## src/rtl/bot_pkg.sv

```systemverilog
package bot_pkg;

    typedef enum logic [2:0] {
        ST_IDLE,
        ST_PROG,
        ST_ERASE,
        ST_ESUSP,
        ST_PSUSP
    } trk_state_e;

endpackage

```

## src/rtl/bot_addr_dec.sv

```systemverilog
// Splits a word address into its bank and the base address of its sector.
module bot_addr_dec #(
    parameter int ADDR_W   = 22,
    parameter int BANK_W   = 2,
    parameter int BIG_W    = 15,
    parameter int BOOT_W   = 13,
    parameter int BOOT_CNT = 8
) (
    input  logic [ADDR_W-1:0] addr,
    output logic [BANK_W-1:0] bank,
    output logic [ADDR_W-1:0] sec_base,
    output logic              is_boot
);
    localparam int OFF_W = ADDR_W - BANK_W;
    localparam int REG_W = BOOT_W + $clog2(BOOT_CNT);
    localparam int HI_W  = OFF_W - REG_W;

    logic [HI_W-1:0] region;
    logic            low_boot;
    logic            high_boot;

    assign bank      = addr[ADDR_W-1 -: BANK_W];
    assign region    = addr[OFF_W-1:REG_W];
    assign low_boot  = (bank == '0) && (region == '0);
    assign high_boot = (bank == '1) && (region == '1);
    assign is_boot   = low_boot || high_boot;

    always_comb begin
        sec_base = addr;
        if (is_boot) begin
            sec_base[BOOT_W-1:0] = '0;
        end else begin
            sec_base[BIG_W-1:0] = '0;
        end
    end

endmodule

```

## src/rtl/bot_fsm.sv

```systemverilog
// Operation state and the bank/sector owned by each operation.
module bot_fsm
    import bot_pkg::*;
#(
    parameter int ADDR_W = 22,
    parameter int BANK_W = 2
) (
    input  logic              clk,
    input  logic              rst_n,
    input  logic              start_prog,
    input  logic              start_erase,
    input  logic              suspend_req,
    input  logic              resume_req,
    input  logic              done,
    input  logic [BANK_W-1:0] op_bank,
    input  logic [ADDR_W-1:0] op_sec,
    output trk_state_e        state,
    output logic [BANK_W-1:0] prog_bank,
    output logic [BANK_W-1:0] erase_bank,
    output logic [ADDR_W-1:0] erase_sec
);
    trk_state_e state_q;
    trk_state_e state_d;
    logic       cap_erase;
    logic       cap_prog;
    logic       outside_sec;

    assign outside_sec = (op_sec != erase_sec);

    always_comb begin
        state_d   = state_q;
        cap_erase = 1'b0;
        cap_prog  = 1'b0;
        unique case (state_q)
            ST_IDLE: begin
                if (start_erase) begin
                    state_d   = ST_ERASE;
                    cap_erase = 1'b1;
                end else if (start_prog) begin
                    state_d  = ST_PROG;
                    cap_prog = 1'b1;
                end
            end
            ST_PROG: begin
                if (done) begin
                    state_d = ST_IDLE;
                end
            end
            ST_ERASE: begin
                if (done) begin
                    state_d = ST_IDLE;
                end else if (suspend_req) begin
                    state_d = ST_ESUSP;
                end
            end
            ST_ESUSP: begin
                if (resume_req) begin
                    state_d = ST_ERASE;
                end else if (start_prog && outside_sec) begin
                    state_d  = ST_PSUSP;
                    cap_prog = 1'b1;
                end
            end
            ST_PSUSP: begin
                if (done) begin
                    state_d = ST_ESUSP;
                end
            end
            default: state_d = ST_IDLE;
        endcase
    end

    always_ff @(posedge clk) begin
        if (!rst_n) begin
            state_q <= ST_IDLE;
        end else begin
            state_q <= state_d;
        end
    end

    always_ff @(posedge clk) begin
        if (!rst_n) begin
            prog_bank  <= '0;
            erase_bank <= '0;
            erase_sec  <= '0;
        end else begin
            if (cap_erase) begin
                erase_bank <= op_bank;
                erase_sec  <= op_sec;
            end
            if (cap_prog) begin
                prog_bank <= op_bank;
            end
        end
    end

    assign state = state_q;

endmodule

```

## src/rtl/bot_out.sv

```systemverilog
// Read permission and busy indication from the operation state.
module bot_out
    import bot_pkg::*;
#(
    parameter int ADDR_W = 22,
    parameter int BANK_W = 2
) (
    input  trk_state_e              state,
    input  logic [BANK_W-1:0]       prog_bank,
    input  logic [BANK_W-1:0]       erase_bank,
    input  logic [ADDR_W-1:0]       erase_sec,
    input  logic [BANK_W-1:0]       rd_bank,
    input  logic [ADDR_W-1:0]       rd_sec,
    output logic [(1<<BANK_W)-1:0]  busy_bank,
    output logic                    rd_ok,
    output logic                    rd_susp_hit
);
    localparam int BANKS = 1 << BANK_W;

    logic              run_valid;
    logic [BANK_W-1:0] run_bank;
    logic              suspended;

    always_comb begin
        run_valid = 1'b0;
        run_bank  = '0;
        suspended = 1'b0;
        unique case (state)
            ST_IDLE: ;
            ST_PROG: begin
                run_valid = 1'b1;
                run_bank  = prog_bank;
            end
            ST_ERASE: begin
                run_valid = 1'b1;
                run_bank  = erase_bank;
            end
            ST_ESUSP: begin
                suspended = 1'b1;
            end
            ST_PSUSP: begin
                run_valid = 1'b1;
                run_bank  = prog_bank;
                suspended = 1'b1;
            end
            default: ;
        endcase
    end

    for (genvar g = 0; g < BANKS; g++) begin : g_busy
        assign busy_bank[g] = run_valid && (run_bank == BANK_W'(g));
    end

    assign rd_susp_hit = suspended && (rd_sec == erase_sec);
    assign rd_ok       = !busy_bank[rd_bank] && !rd_susp_hit;

endmodule

```

## src/rtl/bank_op_tracker.sv

```systemverilog
module bank_op_tracker
    import bot_pkg::*;
#(
    parameter int ADDR_W   = 22,
    parameter int BANK_W   = 2,
    parameter int BIG_W    = 15,
    parameter int BOOT_W   = 13,
    parameter int BOOT_CNT = 8
) (
    input  logic                   clk,
    input  logic                   rst_n,
    input  logic [ADDR_W-1:0]      rd_addr,
    input  logic [ADDR_W-1:0]      op_addr,
    input  logic                   start_prog,
    input  logic                   start_erase,
    input  logic                   suspend_req,
    input  logic                   resume_req,
    input  logic                   done,
    output logic [(1<<BANK_W)-1:0] busy_bank,
    output logic                   rd_ok,
    output logic                   rd_susp_hit
);
    logic [BANK_W-1:0] rd_bank;
    logic [ADDR_W-1:0] rd_sec;
    logic              rd_boot;
    logic [BANK_W-1:0] op_bank;
    logic [ADDR_W-1:0] op_sec;
    logic              op_boot;
    trk_state_e        state;
    logic [BANK_W-1:0] prog_bank;
    logic [BANK_W-1:0] erase_bank;
    logic [ADDR_W-1:0] erase_sec;

    bot_addr_dec #(
        .ADDR_W(ADDR_W), .BANK_W(BANK_W), .BIG_W(BIG_W),
        .BOOT_W(BOOT_W), .BOOT_CNT(BOOT_CNT)
    ) u_rd_dec (
        .addr(rd_addr), .bank(rd_bank), .sec_base(rd_sec), .is_boot(rd_boot)
    );

    bot_addr_dec #(
        .ADDR_W(ADDR_W), .BANK_W(BANK_W), .BIG_W(BIG_W),
        .BOOT_W(BOOT_W), .BOOT_CNT(BOOT_CNT)
    ) u_op_dec (
        .addr(op_addr), .bank(op_bank), .sec_base(op_sec), .is_boot(op_boot)
    );

    bot_fsm #(.ADDR_W(ADDR_W), .BANK_W(BANK_W)) u_fsm (
        .clk(clk), .rst_n(rst_n),
        .start_prog(start_prog), .start_erase(start_erase),
        .suspend_req(suspend_req), .resume_req(resume_req), .done(done),
        .op_bank(op_bank), .op_sec(op_sec),
        .state(state), .prog_bank(prog_bank),
        .erase_bank(erase_bank), .erase_sec(erase_sec)
    );

    bot_out #(.ADDR_W(ADDR_W), .BANK_W(BANK_W)) u_out (
        .state(state), .prog_bank(prog_bank), .erase_bank(erase_bank),
        .erase_sec(erase_sec), .rd_bank(rd_bank), .rd_sec(rd_sec),
        .busy_bank(busy_bank), .rd_ok(rd_ok), .rd_susp_hit(rd_susp_hit)
    );

    logic unused_boot;
    assign unused_boot = rd_boot ^ op_boot;

endmodule

```

## config.mk

```make
export PLATFORM = sky130hd
export DESIGN_NAME = bank_op_tracker
export DESIGN_NICKNAME = d
export VERILOG_FILES = /design/src/rtl/bot_pkg.sv /design/src/rtl/bot_addr_dec.sv /design/src/rtl/bot_fsm.sv /design/src/rtl/bot_out.sv /design/src/rtl/bank_op_tracker.sv
export SDC_FILE = /design/constraint.sdc
export NUM_CORES = 1
export LEC_CHECK = 0
export BUFFER_PORTS_ARGS = -buffer_cell sky130_fd_sc_hd__buf_4
export CORE_MARGIN = 1.5
export CORE_UTILIZATION = 45
export DETAILED_ROUTE_END_ITERATION = 16
export PLACE_DENSITY = 0.69
export SYNTH_ARGS = -nofsm -noshare
export SYNTH_HDL_FRONTEND = slang
export SYNTH_HIERARCHICAL = 1
export SYNTH_SLANG_ARGS = --single-unit
```

## constraint.sdc

```tcl
create_clock -name clk -period 2.7 [get_ports clk]
set_input_delay 0.135 -clock clk [delete_from_list [all_inputs] [get_ports clk]]
set_output_delay 0.135 -clock clk [all_outputs]
set_load 0.02 [all_outputs]
```

---- After elaboration in Yosys (flattened, before gate mapping) ----
Index checks and enable logic that the tools add are counted.
storage, ports and cells
  register bits after elaboration ......... 16
  input port bits ......................... 51
  output and inout bits ................... 6
  word-level logic and storage cells ...... 71
cells by class
  order comparisons ....................... 1
  eq/ne operators ......................... 18
  muxes and demuxes ....................... 23
  reductions and logical operators ........ 25
operators with widths
  kind                count
  $mux 3              8
  $pmux 3 s5          1
  $logic_and 1x1->1   11
  $eq 9x9->1          1
  $mux 1              9
  $ne 9x9->1          1
  $eq 2x2->1 const B  4
  $eq 4x4->1 const B  2
  $logic_not 4->1     2
  $eq 3x2->1 const B  2
  $logic_not 2->1     3
  $ne 3x3->1 const B  2
  $reduce_and 5->1    1
  $mux 2              2
  $ne 2x2->1 const B  2
  $pmux 2 s2          1
  $reduce_or 2->1     2
  $eq 3x1->1 const B  1
  $eq 3x3->1 const B  1
  $logic_not 3->1     1
  $lt 2x3->1 const B  1
  $ne 3x2->1 const B  1
  $reduce_or 3->1     1
  $bmux 1 s2          1
  other kinds (4)     6

---- Depth between registers and ports, before layout ----
  word-level depth ........................ 9
  gate-level depth with buffers ........... 7
  depth with buffers taken out ............ 7

---- Modules after synthesis ----
The synthesis kept the hierarchy.
modules (own cells, without submodules)
  module        times used  cells each  area an instance (sq um)  seq. area each (sq um)
  bot_fsm       1           178         1,486.4                   580.6
  bot_addr_dec  2           34          237.7                     0.0
  bot_out       1           53          437.9                     0.0

---- Least setup slack after synthesis ----
Ideal clock, no wire load.
  path type ............................... in2out
  from .................................... input rd_addr[21]
  to ...................................... output rd_ok
  arrival ................................. 2.222 ns
  data required time ...................... 2.565 ns
  path slack .............................. 0.343 ns
  cell stages on the path ................. 7
  path buffers ............................ 0
  cell sequence ........................... or4_4 -> o32ai_1 -> xor2_1 -> nor4_1 -> nand4_1 -> nor3_1 -> nor4_1
on the way
  word-level cells in the longest chain between the ends .. 8
  elaborated cells between the ends (all ways) .. 13
  those cells by class .................... eq/ne: 2; mux: 3; reduce/logical: 8
RTL lines
  item                                           line                                    RTL
  start: declaration                             bank_op_tracker.sv:12                   input logic [ADDR_W-1:0] rd_addr,
  $eq 2x2->1 or $logic_not 2->1 (tied branches)  bot_addr_dec.sv:25, bot_addr_dec.sv:24
  $logic_and 1x1->1, on equally long branches    bot_addr_dec.sv:25, bot_addr_dec.sv:24
  $logic_or 1x1->1 (*)                           bot_addr_dec.sv:26                      assign is_boot = low_boot || high_boot;
  $mux 2 (*)                                     bot_addr_dec.sv:30                      if (is_boot) begin
  net rd_sec[13]                                 bank_op_tracker.sv:24                   logic [ADDR_W-1:0] rd_sec;
  $eq 9x9->1 (*)                                 bot_out.sv:54                           assign rd_susp_hit = suspended && (rd_sec == erase_sec);
  $logic_and 1x1->1 (*)                          bot_out.sv:54
  net rd_susp_hit                                bank_op_tracker.sv:21                   output logic rd_susp_hit
  $logic_not 1->1 (*)                            bot_out.sv:55                           assign rd_ok = !busy_bank[rd_bank] && !rd_susp_hit;
  $logic_and 1x1->1 (*)                          bot_out.sv:55
  end: declaration                               bank_op_tracker.sv:20                   output logic rd_ok,
Mark *: on every way through the listed nets, which the timed path passes. The rest lies on a longest branch. The select of a mux whose other input is x is not followed.

---- Worst setup path in the final report ----
  from .................................... register u_fsm.state_q[1], in the netlist u_fsm/state[1]
  to ...................................... output rd_ok
on the way
  word-level cells in the longest chain between the ends .. 9
  elaborated cells between the ends (all ways) .. 24
  those cells by class .................... eq/ne: 7; mux: 5; reduce/logical: 12
RTL lines
  item                                      line           RTL
  start: declaration                        bot_fsm.sv:22  trk_state_e state_q;
  start signal: assignment                  bot_fsm.sv:77  state_q <= state_d;
  $eq 3x1->1 or $eq 3x3->1 (tied branches)  bot_out.sv:28  unique case (state)
  $reduce_or 2->1 (no line)                 --
  $pmux 2 s2                                bot_out.sv:28
  $eq 2x1->1, or another cell as far along  bot_out.sv:51  assign busy_bank[g] = run_valid && (run_bank == BANK_W'(g));
  $logic_and 1x1->1                         bot_out.sv:51
  $bmux 1 s2                                bot_out.sv:55
  $mux 1 (implied by the code)              bot_out.sv:55
  $logic_not 1->1                           bot_out.sv:55
  $logic_and 1x1->1 (*)                     bot_out.sv:55
Mark *: on every way between the ends. The rest lies on a longest branch, timed or not. The select of a mux whose other input is x is not followed.

==> metrics.csv <==
stage,metric,value,unit
layout,drive_above_1_share,0.167,
layout,design_area,2500,µm²
setup_path,cp_num_cells,6,
clocking,cts_hold_buf,0,
timing,rsz0062_at_grt,no,
global_routing,grtUsageTotal,0.166,
setup_path,slowest_stage,dfxtp_1,
floorplanning,std_cell_rows,26,
setup_path,path_cells,"and4bb_1, a211oi_4, xnor2_1, nor3b_2, nor4_1, buf_4",
clocking,cts_inserted_buffers,5,
pwr,p_total,1480,µW
routing,drt-initial-drc-count,58,
floorplanning,dieArea,5730,µm²
timing,fmax,417,MHz
global_routing,grt_max_degree,34,
place,place.gp.congestion,0.754,
setup_path,cp.buffers_inverters,1,
floorplanning,core,5110,µm²
layout,postLayoutCoreUtil,0.489,
global_routing,grt_pass1_wl,7130,µm
routing,dr.pass1.iters,4,
floorplanning,die_x,75.7,µm
layout,num_antenna_cells,0,
setup_path,r2r_cells,5,
status,status,completed,
floorplanning,ios,57,
timing,relSlewSlack,0.652,
routing,drc,0,
timing,finalCritPeriodShare,0.888,
clocking,h-tree-depth,2,
layout,syn2layout_area_growth,4.94,%
routing,wl_per_cell,11.7,µm
place,dp.cells,368,
worst_hold_path,hold_depth,3,
clocking,post_cts_resized,0,
setup_path,cp_max_fo,17,
routing,postRouteAntennaNets,0,
layout,regArea,581,µm²
timing,tightest_slew,0.521,ns
pwr,leakagePower,0.000982,µW
clocking,path_clk_slew,0.06,ns
global_routing,antenna_found_initial,0,
clocking,cts_max_path_buffers,2,
floorplanning,start_util,0.466,
layout,multi_input_area,1480,µm²
timing,tns,0,ns
routing,vias,1833,
timing,fin_skew,0.00544,ns
layout,nFillCells,527,
place,port_buffers,30,
yosys,synth_area,2380,µm²
layout,nets,356,
floorplanning,die_h,75.7,µm
clocking,cts.sinks,29,
setup_path,critical_path_required,2.57,ns
routing,wirelength,4390,µm
layout,fin_cells,376,
setup_path,crit_path_start_kind,flop,
place,placed_area,2420,µm²
timing,period_needed,2.40,ns
global_routing,grt-ovfl-total,0,
setup_path,critical-path-top-delay-family,simple AND/OR/NAND/NOR gates,
setup_path,cp.arrival,2.26,ns
pwr,ir_drop,0.306,mV
place,hpwl,3200,µm
clocking,cts_root_buffer,clkbuf_8,
setup_path,cpPeakStageDelay,0.63,ns
timing,hold_viol,0,
timing,maxSlewViolCount,0,
run,maxCapViolations,0,
yosys,postSynthCellCount,295,
global_routing,grt_pass1_vias,1589,
clocking,clkLatencyLatePin,0.28,ns
setup_path,endpoint_kind,output port,
timing,setup_viol,0,
setup_path,path_class,flop to output port,
worst_hold_path,hold_class,primary input to flop,
yosys,yosys_warnings,6,
yosys,avgSynthCellArea,8.07,µm²
clocking,cts_tree,yes,
routing,viasPerCell,4.88,
clocking,post_cts_buffers,0,
pwr,powerDensity,591,nW/µm²
## final timing paths
check / from / endpoint / slack, ns
worst max-delay path: u_fsm/state[1] / rd_ok / 0.30
worst min-delay path: op_addr[15] / u_fsm/erase_sec[15] / 0.12
worst max register to register: u_fsm/state[0] / u_fsm/state[0] / 0.90
worst min register to register: u_fsm/erase_bank[1] / u_fsm/erase_bank[1] / 0.46
## worst reg2reg max path, cell delays in order, from the launching register on
cell and delay, ns:
dfxtp_1 0.65, nor2_1 0.10, a211oi_1 0.27, a211oi_1 0.12
a311o_2 0.43, mux2i_1 0.13
## sequential cells by signal (all words and copies together), names as in the netlist
signal            cells
u_fsm/state           3
u_fsm/prog_bank       2
u_fsm/erase_bank      2
u_fsm/erase_sec      22
## cell type report
cell class	count	share of cell area
Sequential cell	29	0.232
Tap cell	70	0.0351
Timing Repair Buffer	33	0.0992
Multi-Input combinational cell	230	0.592
Clock buffer	8	0.0321
Inverter	6	0.00902
## metal layers
layer / track usage / up-vias / part of all wire
li1: - / 951 / -
met1: 0.216 / 841 / 0.48
met2: 0.263 / 33 / 0.47
met3: 0.0450 / 8 / 0.035
met4: 0.0595 / 0 / 0.018
met5: 0 / - / 0
## report_power, final
group	internal (µW)	switching, µW	leakage, µW
Clock	183	159	0.0000395
Combinational	260	277	0.000705
Sequential	494	103	0.000237
## metrics by stage
| step | setup slack, ns | hold WS [ns] |
|---|---|---|
| finish | 0.302 | 0.120 |
| global route | 0.0947 | 0.141 |
| CTS | 0.267 | 0.115 |
| detailed placement | 0.182 | 0.413 |
| global placement | 0.241 | 0.401 |
| floorplan | 0.355 | 0.284 |
## placed cells by master, fill, tap and decap left out, types with 4 or more instances in the layout
master,n
buf_4,33
nor2_1,4
a21boi_0,18
o32ai_1,4
nand3_1,5
xnor2_1,27
clkbuf_8,5
nand2_1,56
xor2_1,18
a21boi_1,6
mux2i_1,5
conb_1,26
nor4_1,6
nor2b_1,4
dfxtp_1,29
nand3b_1,5
inv_1,6
nand4_1,9
Note: power is estimated with default switching activity, not from simulation.
